[config.mk]
export PLATFORM = sky130hd
export DESIGN_NAME = crc16_lp_top
export DESIGN_NICKNAME = d
export VERILOG_FILES = /design/src/rtl/crc16_lp_pkg.sv /design/src/rtl/crc16_lp_step.sv /design/src/rtl/crc16_lp_ftr_tx.sv /design/src/rtl/crc16_lp_chk.sv /design/src/rtl/crc16_lp_top.sv
export SDC_FILE = /design/constraint.sdc
export NUM_CORES = 1
export LEC_CHECK = 0
export BUFFER_PORTS_ARGS = -buffer_cell sky130_fd_sc_hd__buf_2
export CORE_ASPECT_RATIO = 0.5
export CORE_MARGIN = 2
export CORE_UTILIZATION = 30
export CTS_CLUSTER_DIAMETER = 40
export DETAILED_ROUTE_END_ITERATION = 10
export PLACE_DENSITY = 0.49
export SYNTH_ARGS = -nofsm -noshare
export SYNTH_HDL_FRONTEND = slang
export SYNTH_HIERARCHICAL = 1
export SYNTH_SLANG_ARGS = --single-unit
[constraint.sdc]
create_clock -name clk -period 1.7 [get_ports clk]
set_input_delay 0.17 -clock clk [delete_from_list [all_inputs] [get_ports clk]]
set_output_delay 0.17 -clock clk [all_outputs]
set_load 0.05 [all_outputs]
[src/rtl/crc16_lp_pkg.sv]
package crc16_lp_pkg;

   typedef enum logic [1:0] {
      FT_IDLE = 2'd0,
      FT_LOW  = 2'd1,
      FT_HIGH = 2'd2
   } ftr_state_e;

   typedef enum logic {
      UPD_SERIAL = 1'b0,
      UPD_MATRIX = 1'b1
   } upd_style_e;

endpackage

[src/rtl/crc16_lp_step.sv]
module crc16_lp_step
   import crc16_lp_pkg::*;
#(
   parameter int                 CRC_W    = 16,
   parameter int                 DATA_W   = 8,
   parameter logic [CRC_W-1:0]   POLY_REV = 16'h8408,
   parameter upd_style_e         STYLE    = UPD_SERIAL
) (
   input  logic [CRC_W-1:0]  crc_in,
   input  logic [DATA_W-1:0] data_in,
   output logic [CRC_W-1:0]  crc_out
);

   // One byte folded in, bit 0 first, reflected polynomial
   function automatic logic [CRC_W-1:0] ser_upd(input logic [CRC_W-1:0] c,
                                                 input logic [DATA_W-1:0] d);
      logic [CRC_W-1:0] r;
      logic             fb;
      r = c;
      for (int b = 0; b < DATA_W; b++) begin
         fb = r[0] ^ d[b];
         r  = r >> 1;
         if (fb) r = r ^ POLY_REV;
      end
      return r;
   endfunction

   // Which state bits feed output bit j
   function automatic logic [CRC_W-1:0] state_mask(input int j);
      logic [CRC_W-1:0] m;
      logic [CRC_W-1:0] col;
      m = '0;
      for (int i = 0; i < CRC_W; i++) begin
         col  = ser_upd({{(CRC_W-1){1'b0}}, 1'b1} << i, '0);
         m[i] = col[j];
      end
      return m;
   endfunction

   // Which data bits feed output bit j
   function automatic logic [DATA_W-1:0] data_mask(input int j);
      logic [DATA_W-1:0] m;
      logic [CRC_W-1:0]  col;
      m = '0;
      for (int i = 0; i < DATA_W; i++) begin
         col  = ser_upd('0, {{(DATA_W-1){1'b0}}, 1'b1} << i);
         m[i] = col[j];
      end
      return m;
   endfunction

   if (DATA_W < 1 || CRC_W < 2) begin : g_bad_width
      $error("crc16_lp_step: width parameters out of range");
   end
   if (POLY_REV[CRC_W-1] != 1'b1) begin : g_bad_poly
      $error("crc16_lp_step: reflected polynomial must carry the x^0 term in its top bit");
   end

   if (STYLE == UPD_SERIAL) begin : g_serial
      always_comb crc_out = ser_upd(crc_in, data_in);
   end else begin : g_matrix
      for (genvar j = 0; j < CRC_W; j++) begin : g_bit
         localparam logic [CRC_W-1:0]  SM = state_mask(j);
         localparam logic [DATA_W-1:0] DM = data_mask(j);
         assign crc_out[j] = (^(crc_in & SM)) ^ (^(data_in & DM));
      end
   end

endmodule

[src/rtl/crc16_lp_ftr_tx.sv]
module crc16_lp_ftr_tx
   import crc16_lp_pkg::*;
#(
   parameter int CRC_W  = 16,
   parameter int DATA_W = 8
) (
   input  logic              clk,
   input  logic              rst_n,
   input  logic              end_evt,
   input  logic [CRC_W-1:0]  ref_word,
   output logic              ftr_valid,
   output logic              ftr_hi,
   output logic [DATA_W-1:0] ftr_data
);

   ftr_state_e st_q;
   ftr_state_e st_d;

   always_comb begin
      st_d = st_q;
      unique case (st_q)
         FT_IDLE: st_d = FT_IDLE;
         FT_LOW:  st_d = FT_HIGH;
         FT_HIGH: st_d = FT_IDLE;
         default: st_d = FT_IDLE;
      endcase
      if (end_evt) st_d = FT_LOW;
   end

   always_ff @(posedge clk) begin
      if (!rst_n) st_q <= FT_IDLE;
      else        st_q <= st_d;
   end

   assign ftr_valid = (st_q != FT_IDLE);
   assign ftr_hi    = (st_q == FT_HIGH);
   assign ftr_data  = ftr_hi ? ref_word[CRC_W-1 -: DATA_W] : ref_word[DATA_W-1:0];

   // low byte is followed by the high byte, then the footer ends
   a_r4_low_then_high: assert property (@(posedge clk) disable iff (!rst_n)
      (ftr_valid && !ftr_hi && !end_evt) |=> (ftr_valid && ftr_hi));
   a_r4_high_then_idle: assert property (@(posedge clk) disable iff (!rst_n)
      (ftr_hi && !end_evt) |=> !ftr_valid);
   a_r4_low_first: assert property (@(posedge clk) disable iff (!rst_n)
      $rose(ftr_valid) |-> !ftr_hi);

endmodule

[src/rtl/crc16_lp_chk.sv]
module crc16_lp_chk #(
   parameter int CRC_W  = 16,
   parameter int DATA_W = 8
) (
   input  logic              clk,
   input  logic              rst_n,
   input  logic              pkt_open,
   input  logic              chk_en,
   input  logic              rx_valid,
   input  logic [DATA_W-1:0] rx_data,
   input  logic [CRC_W-1:0]  ref_word,
   output logic              chk_done,
   output logic              crc_err
);

   logic              phase_q;
   logic [DATA_W-1:0] low_q;

   always_ff @(posedge clk) begin
      if (!rst_n) begin
         phase_q  <= 1'b0;
         low_q    <= '0;
         chk_done <= 1'b0;
         crc_err  <= 1'b0;
      end else begin
         chk_done <= 1'b0;
         crc_err  <= 1'b0;
         if (pkt_open) begin
            phase_q <= 1'b0;
         end else if (rx_valid) begin
            if (!phase_q) begin
               low_q   <= rx_data;
               phase_q <= 1'b1;
            end else begin
               phase_q  <= 1'b0;
               chk_done <= 1'b1;
               crc_err  <= chk_en && ({rx_data, low_q} != ref_word);
            end
         end
      end
   end

   // an error pulse only when checking was on at the deciding edge
   a_r8_quiet_when_off: assert property (@(posedge clk) disable iff (!rst_n)
      crc_err |-> $past(chk_en));
   // an error is always reported together with completion
   a_r7_err_with_done: assert property (@(posedge clk) disable iff (!rst_n)
      crc_err |-> chk_done);
   // completion needs a received byte at the previous edge
   a_r6_done_after_byte: assert property (@(posedge clk) disable iff (!rst_n)
      chk_done |-> $past(rx_valid));

endmodule

[src/rtl/crc16_lp_top.sv]
module crc16_lp_top
   import crc16_lp_pkg::*;
#(
   parameter int               DATA_W   = 8,
   parameter int               CRC_W    = 16,
   parameter logic [CRC_W-1:0] POLY_REV = 16'h8408,
   parameter logic [CRC_W-1:0] PRESET   = 16'hFFFF,
   parameter upd_style_e       STYLE    = UPD_SERIAL
) (
   input  logic              clk,
   input  logic              rst_n,
   input  logic              byte_valid,
   input  logic              byte_first,
   input  logic              byte_last,
   input  logic [DATA_W-1:0] byte_data,
   input  logic              empty_pkt,
   input  logic              chk_en,
   input  logic              rx_valid,
   input  logic [DATA_W-1:0] rx_data,
   output logic              ftr_valid,
   output logic              ftr_hi,
   output logic [DATA_W-1:0] ftr_data,
   output logic              chk_done,
   output logic              crc_err
);

   localparam int FTR_BYTES = CRC_W / DATA_W;

   if (FTR_BYTES != 2 || CRC_W % DATA_W != 0) begin : g_bad_split
      $error("crc16_lp_top: the checksum must split into exactly two footer bytes");
   end

   logic [CRC_W-1:0] crc_q;
   logic [CRC_W-1:0] crc_base;
   logic [CRC_W-1:0] crc_nx;
   logic [CRC_W-1:0] ref_q;
   logic             end_evt;
   logic             pkt_open;

   assign crc_base = byte_first ? PRESET : crc_q;
   assign end_evt  = (byte_valid && byte_last) || empty_pkt;
   assign pkt_open = (byte_valid && byte_first) || empty_pkt;

   crc16_lp_step #(
      .CRC_W    (CRC_W),
      .DATA_W   (DATA_W),
      .POLY_REV (POLY_REV),
      .STYLE    (STYLE)
   ) step_i (
      .crc_in  (crc_base),
      .data_in (byte_data),
      .crc_out (crc_nx)
   );

   always_ff @(posedge clk) begin
      if (!rst_n) begin
         crc_q <= PRESET;
         ref_q <= PRESET;
      end else begin
         if (byte_valid)     crc_q <= crc_nx;
         else if (empty_pkt) crc_q <= PRESET;
         if (end_evt)        ref_q <= byte_valid ? crc_nx : PRESET;
      end
   end

   crc16_lp_ftr_tx #(
      .CRC_W  (CRC_W),
      .DATA_W (DATA_W)
   ) ftr_i (
      .clk       (clk),
      .rst_n     (rst_n),
      .end_evt   (end_evt),
      .ref_word  (ref_q),
      .ftr_valid (ftr_valid),
      .ftr_hi    (ftr_hi),
      .ftr_data  (ftr_data)
   );

   crc16_lp_chk #(
      .CRC_W  (CRC_W),
      .DATA_W (DATA_W)
   ) chk_i (
      .clk      (clk),
      .rst_n    (rst_n),
      .pkt_open (pkt_open),
      .chk_en   (chk_en),
      .rx_valid (rx_valid),
      .rx_data  (rx_data),
      .ref_word (ref_q),
      .chk_done (chk_done),
      .crc_err  (crc_err)
   );

   // a zero-length payload emits the preset value, low byte first
   a_r3_empty_preset: assert property (@(posedge clk) disable iff (!rst_n)
      (empty_pkt && !byte_valid) |=>
         (ftr_valid && !ftr_hi && ftr_data == PRESET[DATA_W-1:0]));
   // the footer starts in the cycle right after a payload ends
   a_r4_footer_follows_end: assert property (@(posedge clk) disable iff (!rst_n)
      end_evt |=> (ftr_valid && !ftr_hi));

endmodule

Word level (Yosys, flattened, before mapping)
Cells that the tools add are included.
{"block": "totals", "regBits": 45, "in_bits": 24, "out_inout_bits": 12, "word_cells": 60}
{"block": "classes", "eq_ne": 3, "n_mux": 17, "bitwise": 20, "reduce_logical": 12}
{"cell": "$mux 16", "count": 12}
{"cell": "$not 2->3", "count": 8}
{"cell": "$ne 16x16->1", "count": 1}
{"cell": "$mux 8", "count": 1}
{"cell": "$xor 1x1->1", "count": 8}
{"cell": "$not 1->1", "count": 4}
{"cell": "$reduce_bool 2->1", "count": 2}
{"cell": "$reduce_or 2->1", "count": 2}
{"cell": "$reduce_or 4->1", "count": 1}
{"cell": "$logic_and 1x1->1", "count": 3}
{"cell": "$mux 1", "count": 3}
{"cell": "$reduce_and 3->1", "count": 1}
{"cell": "$reduce_or 3->1", "count": 1}
{"cell": "$eq 2x1->1 const B", "count": 1}
{"cell": "$eq 2x2->1 const B", "count": 1}
{"cell": "$logic_or 1x1->1", "count": 2}
{"cell": "$mux 2", "count": 1}

Logic depth before layout (Yosys ltp)
Gate-level depths: netlist of run 1.
{"block": "logic_depth", "ltp_word": 18, "ltp_mapped": 7}

Hierarchy
Netlist of run 1, hierarchy kept.
{"module": "crc16_lp_top", "n_inst": 1, "cells_per_inst": 162, "area_each_um2": 1425.1, "seq_area_each_um2": 640.6}
{"module": "crc16_lp_chk", "n_inst": 1, "cells_per_inst": 54, "area_each_um2": 593.1, "seq_area_each_um2": 220.2}
{"module": "crc16_lp_step", "n_inst": 1, "cells_per_inst": 25, "area_each_um2": 372.9, "seq_area_each_um2": 0.0}
{"module": "crc16_lp_ftr_tx", "n_inst": 1, "cells_per_inst": 15, "area_each_um2": 210.2, "seq_area_each_um2": 40.0}

Least setup slack after synthesis of run 1
Ideal clock, no wire load.
{"block": "synth_timing", "path_type": "register to register", "start": "register crc_q[1]", "end": "register ref_q[8]", "t_arrival_ns": 1.504, "slack_ns": 0.059, "path_stages_with_launch": 6, "path_buffers": 0, "cell_sequence": "dfxtp_1 or2_2 xnor2_2 xnor3_1 nor2b_1 a32oi_1"}
{"block": "synth_via", "elab_chain_len": 12}
{"element": "from (decl)", "line": "crc16_lp_top.sv:33", "rtl": "logic [CRC_W-1:0] crc_q;"}
{"element": "from (signal assigned)", "line": "crc16_lp_top.sv:60", "rtl": "if (byte_valid) crc_q <= crc_nx;"}
{"element": "$mux 16", "line": "crc16_lp_top.sv:40", "rtl": "assign crc_base = byte_first ? PRESET : crc_q;"}
{"element": "net crc_base[1]", "line": "crc16_lp_top.sv:34", "rtl": "logic [CRC_W-1:0] crc_base;"}
{"element": "$mux 16", "line": "crc16_lp_step.sv:23", "rtl": "if (fb) r = r ^ POLY_REV;"}
{"element": "$xor 1x1->1", "line": "crc16_lp_step.sv:21", "rtl": "fb = r[0] ^ d[b];"}
{"element": "$mux 16 (4 in a row)", "line": "crc16_lp_step.sv:23"}
{"element": "$xor 1x1->1", "line": "crc16_lp_step.sv:21"}
{"element": "$mux 16 (3 in a row)", "line": "crc16_lp_step.sv:23"}
{"element": "net crc_nx[8]", "line": "crc16_lp_top.sv:35", "rtl": "logic [CRC_W-1:0] crc_nx;"}
{"element": "$mux 16", "line": "crc16_lp_top.sv:62", "rtl": "if (end_evt) ref_q <= byte_valid ? crc_nx : PRESET;"}
{"element": "to (signal assigned)", "line": "crc16_lp_top.sv:62"}
{"element": "to (decl)", "line": "crc16_lp_top.sv:36", "rtl": "logic [CRC_W-1:0] ref_q;"}
The timed path passes the listed nets, and every way through them passes these cells.
A chain may end at the register's enable or synchronous reset.

Worst setup path after layout of run 1
{"block": "layout_timing", "start": "register crc_q[7]", "end": "register crc_q[10]"}
{"block": "layout_via", "elab_chain_len": 12}
{"element": "$mux 16 *", "line": "crc16_lp_top.sv:40"}
{"element": "net crc_base[7]", "line": "crc16_lp_top.sv:34"}
{"element": "$mux 16 * (3 in a row)", "line": "crc16_lp_step.sv:23"}
{"element": "$not 2->3 (no line)"}
{"element": "$mux 16 * (4 in a row)", "line": "crc16_lp_step.sv:23"}
{"element": "$xor 1x1->1 *", "line": "crc16_lp_step.sv:21"}
{"element": "$mux 16 *", "line": "crc16_lp_step.sv:23"}
{"element": "net crc_nx[10]", "line": "crc16_lp_top.sv:35"}
{"element": "$mux 16 *", "line": "crc16_lp_top.sv:60"}
The timed path passes the listed nets; every way through them passes the cells marked *.

==> metrics, run 1 <==
final std cells w/o fill 429; Clk pwr share 31.8%; Post-Layout Inst Area roughly 3400 um^2; DP HPWL between 4000 and 5000 um; final WL between 6000 and 7000 um; Worst slew margin roughly three quarters; synthesized cell area roughly 2600 um^2; Slew @ Worst Pin 0.397 ns; Tot Pwr roughly 3100 uW; compound-cell area share of the yosys netlist 9.96%; DRT met1 WL ~3500 um; DR WL met2 around 2500 um; initial antenna violation count 0; switch share a little over 30%; fraction of layout cells with a size suffix above 1 between 30% and 40%; CORE AREA around 8200 um^2; 1st-pass router iterations 4; # nets final 340; number of synthesized flops with an enable pin 0; Final Hold Viols 0; crit path cell chain or2_4 -> xnor2_2 -> buf_4 -> buf_4 -> xnor3_1 -> nor2b_1 -> o21ai_1; Max VDD drop just under 0.4 mV; Placed Area around 3000 um^2; n_diodes 0; Slowest cell on crit path xnor3_1; GRT Overall Usage ~14%; drt drc 0; top-area cell type share of the netlist area between 30% and 40%; Boundary Pins 36; die area between 9000 and 10000 um^2; Min-Delay Path Class input port to flop; Clock transition at path regs approximately 0.070 ns; CTS tree yes; post-synthesis simple-gate area fraction 21.4%; Horiz. Die Dim approximately 140 um; CTS H-Tree Depth 2; fill cell count roughly 830; slowest stage delay, CP around 0.39 ns; Worst Setup End Kind flop; Combinational Power Share between 20% and 30%; fmax approximately 600 MHz; Area Growth Syn to Fin 28.8%; WL met3 ~260 um; Die Ht around 70 um; WL/cell between 10 and 15 um; ys async rst share 0%; sequential-to-total area share from yosys stat about 35%; row count 23; Num CTS Buffers 5; Placed Cells between 400 and 500; Leak ~0.0015 uW; Final Cycle Share a little over nine tenths; library cells used by synthesis 33; RD Place Congestion slightly below 0.8; worst clock skew ~0.0043 ns; NetSw just over 900 uW; post-layout min period between 1.5 and 2 ns; Worst EP required ~1.9 ns; port bufs 35; vias between 1500 and 2000; most numerous cell in the Yosys netlist dfxtp_1; mux cell area share after synthesis around 7.7%; Antenna Nets Post-Route 0; root buffer cell clkbuf_16; WP data arrival about 1.8 ns; max-slew violation count 0; largest net degree at the start of global routing 30; Synth area leaders dfxtp_1, nor2b_1, xor2_1; total grt overflow 0; Worst-Skew Late Latency 0.29 ns; largest family of logic cells by synthesized area simple AND/OR/NAND/NOR gates; Cell Int Power roughly 2100 uW; DR vias/cell 4.54; cells after synthesis about 260; Starting Density 31.7%; YS warnings 6; syn_nets 280; CP max FO 2; unrepaired setup endpoints after global routing yes; Setup violations, final 0; Clock Tree Buf Depth 2; Syn Area/Cell between 10 and 15 um^2; Hold Buf Count CTS 0; Highest Signal Layer met4; Synth Flop Type dfxtp_1; Top cell by count, worst path buf_4; WS Path Type flop to flop; outcome complete, no violations; part of the power in registers ~40%; first-pass GRT wire length 10100 um; register bit total from synthesis 45; worst hold slack 0.112 ns; Max Cap Violations 0; post-layout util between 40% and 50%; DRT iter0 DRCs 120; area leader, netlist dfxtp_1; crit path launch type flop; synth cell count leaders dfxtp_1, nor2b_1, xor2_1, inv_1, or2_2; vias in the first global route 1865; clock sink total between 40 and 50; post-synthesis xor/xnor area fraction between 10% and 20%; Pwr per Cell Area about 900 nW/um^2; adder and majority gate portion of the synthesized area 0%
## final timing paths
kind | startpoint | end | slack, ns | depth (start not counted)
setup / recovery | crc_q[7] | crc_q[10] | 0.05 | 7
hold / removal | chk_en | chk_i/crc_err | 0.11 | 2
setup reg to reg | crc_q[7] | crc_q[10] | 0.05 | 7
hold reg to reg | ref_q[12] | ref_q[12] | 0.50 | 2
## cell type report
| class | instances | area [um^2] | share of cell area (%) |
|---|---|---|---|
| clock buffer | 6 | 129 | 3.85 |
| inverter | 18 | 67.6 | 2.02 |
| tap | 112 | 140 | 4.18 |
| multi-input combinational | 177 | 1640 | 48.9 |
| timing repair buffer | 69 | 459 | 13.7 |
| sequential | 45 | 902 | 26.9 |
| clock inverter | 2 | 15.0 | 0.448 |
## repair_timing
action,CTS,global route
setup buffers,2,8
resized for setup,6,23
pin swaps,4,14
endpoints found under the setup margin,19,27
## per-layer routing
metal | up-vias | track usage [%]
met5 | - | 0
met4 | 0 | 3.82
met3 | 4 | 3.80
met2 | 36 | 18.6
met1 | 914 | 21.5
li1 | 995 | -
## worst max-delay path: cells and delay by family, from the launching register on
kind	cells	cell delay (ns)
xor gates and xnor gates	2	0.51
and+or+nand+nor	2	0.36
DFF	1	0.33
buffers and inverters	2	0.26
AOI/OAI and AO/OA	1	0.06
## per-stage QoR
| step | setup WS (ns) | setup TNS (ns) |
|---|---|---|
| floorplan | 0.0589 | 0 |
| global placement | -0.214 | -1.17 |
| detailed placement | -0.212 | -1.38 |
| CTS | 0.00671 | 0 |
| global route | -0.0269 | -0.0968 |
| finish | 0.0516 | 0 |
## state kept, by name, indices dropped and copies added (netlist names)
name / flops
chk_i/chk_done: 1
ref_q: 16
chk_i/phase_q: 1
ftr_i/st_q: 2
chk_i/crc_err: 1
chk_i/low_q: 8
crc_q: 16
## cell families (layout without fill, tap and decap cells)
logic type             after synthesis  count (layout)
AO/OA/AOI/OAI                       35              35
XOR/XNOR                            41              41
multiplexers                        16              16
buffers and inverters               34              95
flip-flops                          45              45
AND/OR/NAND/NOR                     85              85
## power by group through the flow
stage | Sequential (uW) | Combinational, uW | Clock, uW
CTS | 1210 | 821 | 1010
finish | 1210 | 876 | 973
global route | 1220 | 946 | 1050
detailed placement | 1230 | 796 | 0
global placement | 1230 | 790 | 0
floorplan | 1210 | 577 | 0
## cell usage in the layout (no fill, tap or decap), drive strengths merged, types with 2 or more instances in the layout
cell       n
or2       17
xor2      19
mux2i      8
xnor2     13
nor3      16
buf       69
a32oi     16
inv       18
dfxtp     45
xnor3      5
clkbuf     6
nor3b      2
xor3       4
nor2b     41
mux2       8
nor4       4
o21ai     16
clkinvlp   2
No activity file was read; power rests on OpenSTA's default activity.
==> run 2, diff against run 1 <==
Settings changed: ABC_AREA from default to 1, PLACE_DENSITY 0.49 to 0.48.
==> run 2 against run 1 <==
  * Worst hold slack better by 0.0095 ns
  * Design area down 1.7%
  * Maximum frequency up 7.0%
  * Clock power up 2.5%
  * Highest routed layer unchanged
  * Synthesized area up 11%
  * Non-clock buffer count down 28
  * Synthesized cell count up 81%
  * Sequential cell count unchanged
  * Critical endpoint is now crc_q[2]
  * Global-route usage up 0.87 points
  * Count of clock-buffer cells in the layout unchanged
  * Core utilization down 5.8 points
==> metrics, run 2 <==
Horiz. Die Dim 142 um (+5.0%); outcome complete, no violations; busiest layer in global routing met2; Slew @ Worst Pin 0.300 ns (-0.0973 ns); CTS H-Tree Depth 2 (unchanged); fmax 649 MHz (+7.0%); worst hold slack 0.122 ns (+0.00946 ns); Clock Tree Buf Depth 2 (unchanged); Die Ht 73.2 um (+4.8%); Min-Delay Path Class input port to flop; # nets final 523 (+54%); met3 usage 3.08% (-0.72 points); FF-to-FF Start crc_q[2]; Starting Density 30.6% (-1.1 points); RD Place Congestion 0.814 (+3.7%); Setup violations, final 0 (unchanged); crit path launch type flop; CP max FO 3 (+1); die area 10400 um^2 (+10%); final WL 7190 um (+13%); Slowest cell on crit path dfxtp_1; unrepaired setup endpoints after global routing no; CORE AREA 9380 um^2 (+14%); 1st-pass router iterations 4 (unchanged); port bufs 35 (unchanged); vias in the first global route 2351 (+26%); Hold EP chk_i/crc_err; row count 25 (+8.7%); WP data arrival 1.77 ns (-0.05 ns); post-layout util 35.1% (-5.8 points); clock sink total 45 (unchanged); DR vias/cell 4.24 (-6.6%); register bit total from synthesis 45 (unchanged); Area Growth Syn to Fin 14.5%; Largest regs crc_q (16), ref_q (16), chk_i/low_q (8); met2 usage 21.9% (+3.3 points); Worst slew margin 80.0% (+6.7 points); first-pass GRT wire length 11800 um (+18%); most frequent cells in the layout nand2_1, inv_1, nand3_1; slowest stage delay, CP 0.31 ns (-0.08 ns); largest net degree at the start of global routing 36 (+20%); Antenna Nets Post-Route 0 (unchanged); Leak 0.00192 uW (+30%); worst clock skew 0.00360 ns (-0.000707 ns); Max VDD drop 0.381 mV (-1.9%); Post-Layout Inst Area 3290 um^2 (-1.7%); cells after synthesis 464 (+81%); Worst EP required 1.93 ns (+0.06 ns); Hold Buf Count CTS 0 (unchanged); ys async rst share 0% (unchanged); syn_nets 488 (+74%); number of synthesized flops with an enable pin 0 (unchanged); Boundary Pins 36 (unchanged); root buffer cell clkbuf_16; initial antenna violation count 0 (unchanged); min-delay src chk_en; total grt overflow 0 (unchanged); n_diodes 0 (unchanged); postcts setup bufs 0 (-2); YS warnings 6 (unchanged); DRT iter0 DRCs 134 (+12%); Placed Area 3140 um^2 (+4.8%); Syn Area/Cell 6.20 um^2 (-39%); library cells used by synthesis 25 (-24%); sequential-to-total area share from yosys stat 31.3% (-3.3 points); Synth area leaders dfxtp_1, nand2_1, nand3_1; synthesized cell area 2880 um^2 (+11%); Num CTS Buffers 5 (unchanged); crit path cell chain or2_2 -> inv_1 -> nand2_1 -> nand2_1 -> nand2_2 -> nand2_2 -> nand2_1 -> nand2_1 -> inv_1 -> nand2_1 -> nand2_1 -> nand3_1; Gates resized, CTS repair 0 (-6); area leader, netlist dfxtp_1; fraction of layout cells with a size suffix above 1 21.2% (-18 points); r2r worst-path depth 12 (+5); hold path depth 3 (+1); drt drc 0 (unchanged); grt met1 use 21.7% (+0.22 points); Final Cycle Share 90.6% (-6.3 points); RR Endpoint crc_q[2]; most common cell after layout, fill and taps aside nand2_1; synth cell count leaders nand2_1, inv_1, nand3_1, dfxtp_1, nand2_2; vias 2634 (+35%); Worst-Skew Late Latency 0.29 ns (about the same); Final Hold Viols 0 (unchanged); top-area cell type share of the netlist area 31.3% (-3.3 points); DP HPWL 5410 um (+15%); Synth Flop Type dfxtp_1; WS Path Type flop to flop; Top cell by count, worst path nand2_1; Clock transition at path regs 0.07 ns (about the same); post-layout min period 1.54 ns (-0.108 ns); Pwr per Cell Area 872 nW/um^2 (-4.4%); WL/cell 11.6 um (-22%); GRT Overall Usage 14.8% (+0.87 points); r2r setup slk 0.16 ns (+0.11 ns); Setup TNS Final 0 ns (unchanged); Placed Cells 612 (+49%); CTS tree yes; Worst Setup End Kind flop; Max Cap Violations 0 (unchanged); max-slew violation count 0 (unchanged); final std cells w/o fill 621 (+45%); most numerous cell in the Yosys netlist nand2_1
run 2: cell count changes after synthesis, sizes merged, moves of 9 or more:
cell	delta
a21oi	+9
nand2	+200
nor2b	-41
nor3	-14
a32oi	-16
nor2	+17
xnor2	-12
inv	+58
nand3	+71
xor2	-15
run 2: cell type report:
cell class                 count  area [um^2]
sequential                    45          901
multi-input combinational    330         1580
timing repair buffer          41          233
clock inverter                 2         15.0
tap                          121          151
clock buffer                   6          129
fill                        1045         6090
inverter                      76          288
run 2: worst max path at each step:
| stage | start | endpoint | slack (ns) | cells after the start |
|---|---|---|---|---|
| 6_report | crc_q[2] | crc_q[2] | 0.16 | 12 |
| 3_5_place_dp | byte_first | crc_q[9] | 0.12 | 13 |
| 2_1_floorplan | byte_first | ref_q[3] | 0.36 | 10 |
| 4_1_cts | ftr_i/st_q[1] | ftr_data[4] | 0.15 | 4 |
| 5_1_grt | crc_q[7] | crc_q[3] | 0.02 | 9 |
| 3_3_place_gp | byte_first | crc_q[9] | 0.1 | 12 |
run 2: logic make-up after synthesis:
logic type	Yosys count	synth area share [%]
AO/OA/AOI/OAI	18	3.13
XOR/XNOR	5	1.52
buffers and inverters	89	13.8
flip-flops	45	31.3
AND/OR/NAND/NOR	307	50.2
run 2: critical path, delay by kind of cell (launching register included):
kind / cells / cell delay, ns
buf+inv: 2 / 0.11
flops: 1 / 0.31
simple gates: 10 / 1.06
run 2: power by group:
group,internal [uW],switching [uW],total (uW)
Sequential,1130,62.7,1190
Combinational,231,450,681
Clock,547,450,997
run 2: metal layers:
layer / part of all wire (%) / up-vias
met4: 1.0 / 0
met3: 4.3 / 5
met1: 54 / 1107
li1: - / 1476
met5: 0 / -
met2: 40 / 46
run 2: per-stage QoR:
stage	power (uW)	worst slack [ns]
2_1_floorplan	1730	0.356
3_3_place_gp	1900	0.0989
3_5_place_dp	1900	0.119
4_1_cts	2900	0.151
5_1_grt	3050	0.0153
6_report	2870	0.159
==> run 3, diff against run 2 <==
Settings changed: PLACE_DENSITY 0.48 to 0.47.
Clock period 1.7 ns to 1.9 ns, I/O delays scaled along.
==> run 3 against run 2 <==
  * Wire length is 0.49% higher
  * Critical path depth is 8 lower
  * Die area stayed put
  * Combinational power is 11% lower
  * Sequential power is 10% lower
  * Cell count is 0.48% lower
  * Sequential share of layout area is 0.052 points lower
  * Non-clock buffer count is 3 lower
  * Clock skew hardly changed
  * Setup slack better by 0.14 ns
  * Via count is 0.53% higher
==> metrics, run 3 (synthesis gave the netlist of run 2 again) <==
most frequent cells in the layout nand2_1, inv_1, nand3_1; DR vias/cell 4.28 (+1.0%); Num CTS Buffers 5 (unchanged); most common cell after layout, fill and taps aside nand2_1; post-layout min period 1.60 ns; WP data arrival 1.41 ns (-0.36 ns); min-delay src chk_en; Max Cap Violations 0 (unchanged); RR Endpoint ref_q[3]; area of the multi-input gates 1580 um^2 (unchanged); RD Place Congestion 0.832 (+2.2%); storage element area 901 um^2 (unchanged); 1st-pass router iterations 5 (+1); outcome complete, no violations; Hold Buf Count CTS 0 (unchanged); worst clock skew 0.00360 ns (-0.000000420 ns); hold path depth 3 (unchanged); fmax ~630 MHz; Starting Density 30.6% (unchanged); postcts setup bufs 0 (unchanged); CTS tree yes; clock sink total 45 (unchanged); n_diodes 0 (unchanged); CP max FO 11 (+8); Setup violations, final 0 (unchanged); Gates resized, CTS repair 0 (unchanged); DP HPWL 5350 um (-1.1%); fill cell count 1054 (+0.86%); Max VDD drop 0.308 mV (-19%); r2r setup slk 0.34 ns (+0.18 ns); crit path launch type flop; die area 10400 um^2 (unchanged); root buffer cell clkbuf_16; WL/cell 11.7 um (+0.97%); Hold EP chk_i/crc_err; WS Path Type flop to output port; Worst Setup End Kind output port; Pwr per Cell Area 822 nW/um^2 (-5.8%); Clock Tree Buf Depth 2 (unchanged); DRT iter0 DRCs 141 (+5.2%); r2r worst-path depth 11 (-1); Slew @ Worst Pin 0.376 ns (+0.0763 ns); Horiz. Die Dim 142 um (unchanged); CTS H-Tree Depth 2 (unchanged); Die Ht 73.2 um (unchanged); Setup TNS Final 0 ns (unchanged); GRT Overall Usage 15.1% (+0.24 points); Boundary Pins 36 (unchanged); drt drc 0 (unchanged); row count 25 (unchanged); Final Hold Viols 0 (unchanged); total grt overflow 0 (unchanged); Area Growth Syn to Fin 14.8%; final WL 7230 um (+0.49%); Antenna Nets Post-Route 0 (unchanged); Worst EP required 1.71 ns (-0.22 ns); first-pass GRT wire length 12300 um (+3.6%); Worst-Skew Late Latency 0.29 ns (about the same); Min-Delay Path Class input port to flop; Worst slew margin 74.9% (-5.1 points); vias in the first global route 2424 (+3.1%); max-slew violation count 0 (unchanged); FF-to-FF Start crc_q[3]; Clock transition at path regs 0.06 ns (about the same); port bufs 35 (unchanged); largest net degree at the start of global routing 36 (unchanged); Final Cycle Share between 80% and 90%; Leak 0.00192 uW (+0.32%); worst hold slack 0.144 ns (+0.0224 ns); initial antenna violation count 0 (unchanged); unrepaired setup endpoints after global routing no; # nets final 520 (-0.57%); fraction of layout cells with a size suffix above 1 20.7% (-0.48 points); Largest regs crc_q (16), ref_q (16), chk_i/low_q (8); vias 2648 (+0.53%); CORE AREA 9380 um^2 (unchanged)
## run 3: cell types whose count changed in the layout (fill, tap and decap cells not counted)
cell | previous run | this run
bufinv_16 | 0 | 1
clkbuf_8 | 0 | 1
buf_4 | 5 | 2
clkinvlp_4 | 2 | 0
## run 3: cell type report
cell class                      count  share of cell area (%)
Inverter                           76                    8.72
Timing Repair Buffer               38                    6.37
Multi-Input combinational cell    330                    47.8
Clock inverter                      1                   0.910
Sequential cell                    45                    27.3
Tap cell                          121                    4.59
Clock buffer                        7                    4.32
## run 3: critical path: stages (launching register included)
cell	delay, ns
dfxtp_1	0.55
nand2_2	0.20
nand2_1	0.09
nand2_1	0.06
buf_2	0.21
## run 3: through the flow
step	util [%]	area, um^2	total power [uW]	std cells	setup WS [ns]
floorplan	-	2880	1550	464	0.536
global placement	33.3	3130	1700	610	0.256
detailed placement	33.3	3130	1700	610	0.239
CTS	35.2	3300	2740	618	0.274
global route	35.2	3300	2880	618	0.150
finish	35.2	3300	2710	618	0.304
## run 3: worst max path at each step
| stage | start | endpoint | slack, ns | depth (start not counted) |
|---|---|---|---|---|
| 2_1_floorplan | byte_first | ref_q[3] | 0.54 | 10 |
| 3_3_place_gp | byte_first | crc_q[2] | 0.26 | 12 |
| 3_5_place_dp | byte_first | crc_q[2] | 0.24 | 12 |
| 4_1_cts | ftr_i/st_q[1] | ftr_data[5] | 0.27 | 4 |
| 5_1_grt | crc_q[3] | ref_q[3] | 0.15 | 11 |
| 6_report | ftr_i/st_q[1] | ftr_data[5] | 0.30 | 4 |
## run 3: metal layers
layer / GRT usage (%) / share of wire [%] / up-vias
met1: 22.1 / 56 / 1135
met4: 3.96 / 0.77 / 0
met5: 0 / 0 / -
li1: - / - / 1470
met3: 3.28 / 3.6 / 4
met2: 22.3 / 40 / 39
## run 3: power by group
part           total (uW)  leakage (uW)  internal (uW)  switching [uW]
clock                1040     0.0000841            658             378
combinational         607       0.00146            202             404
sequential           1070      0.000372           1010            54.8
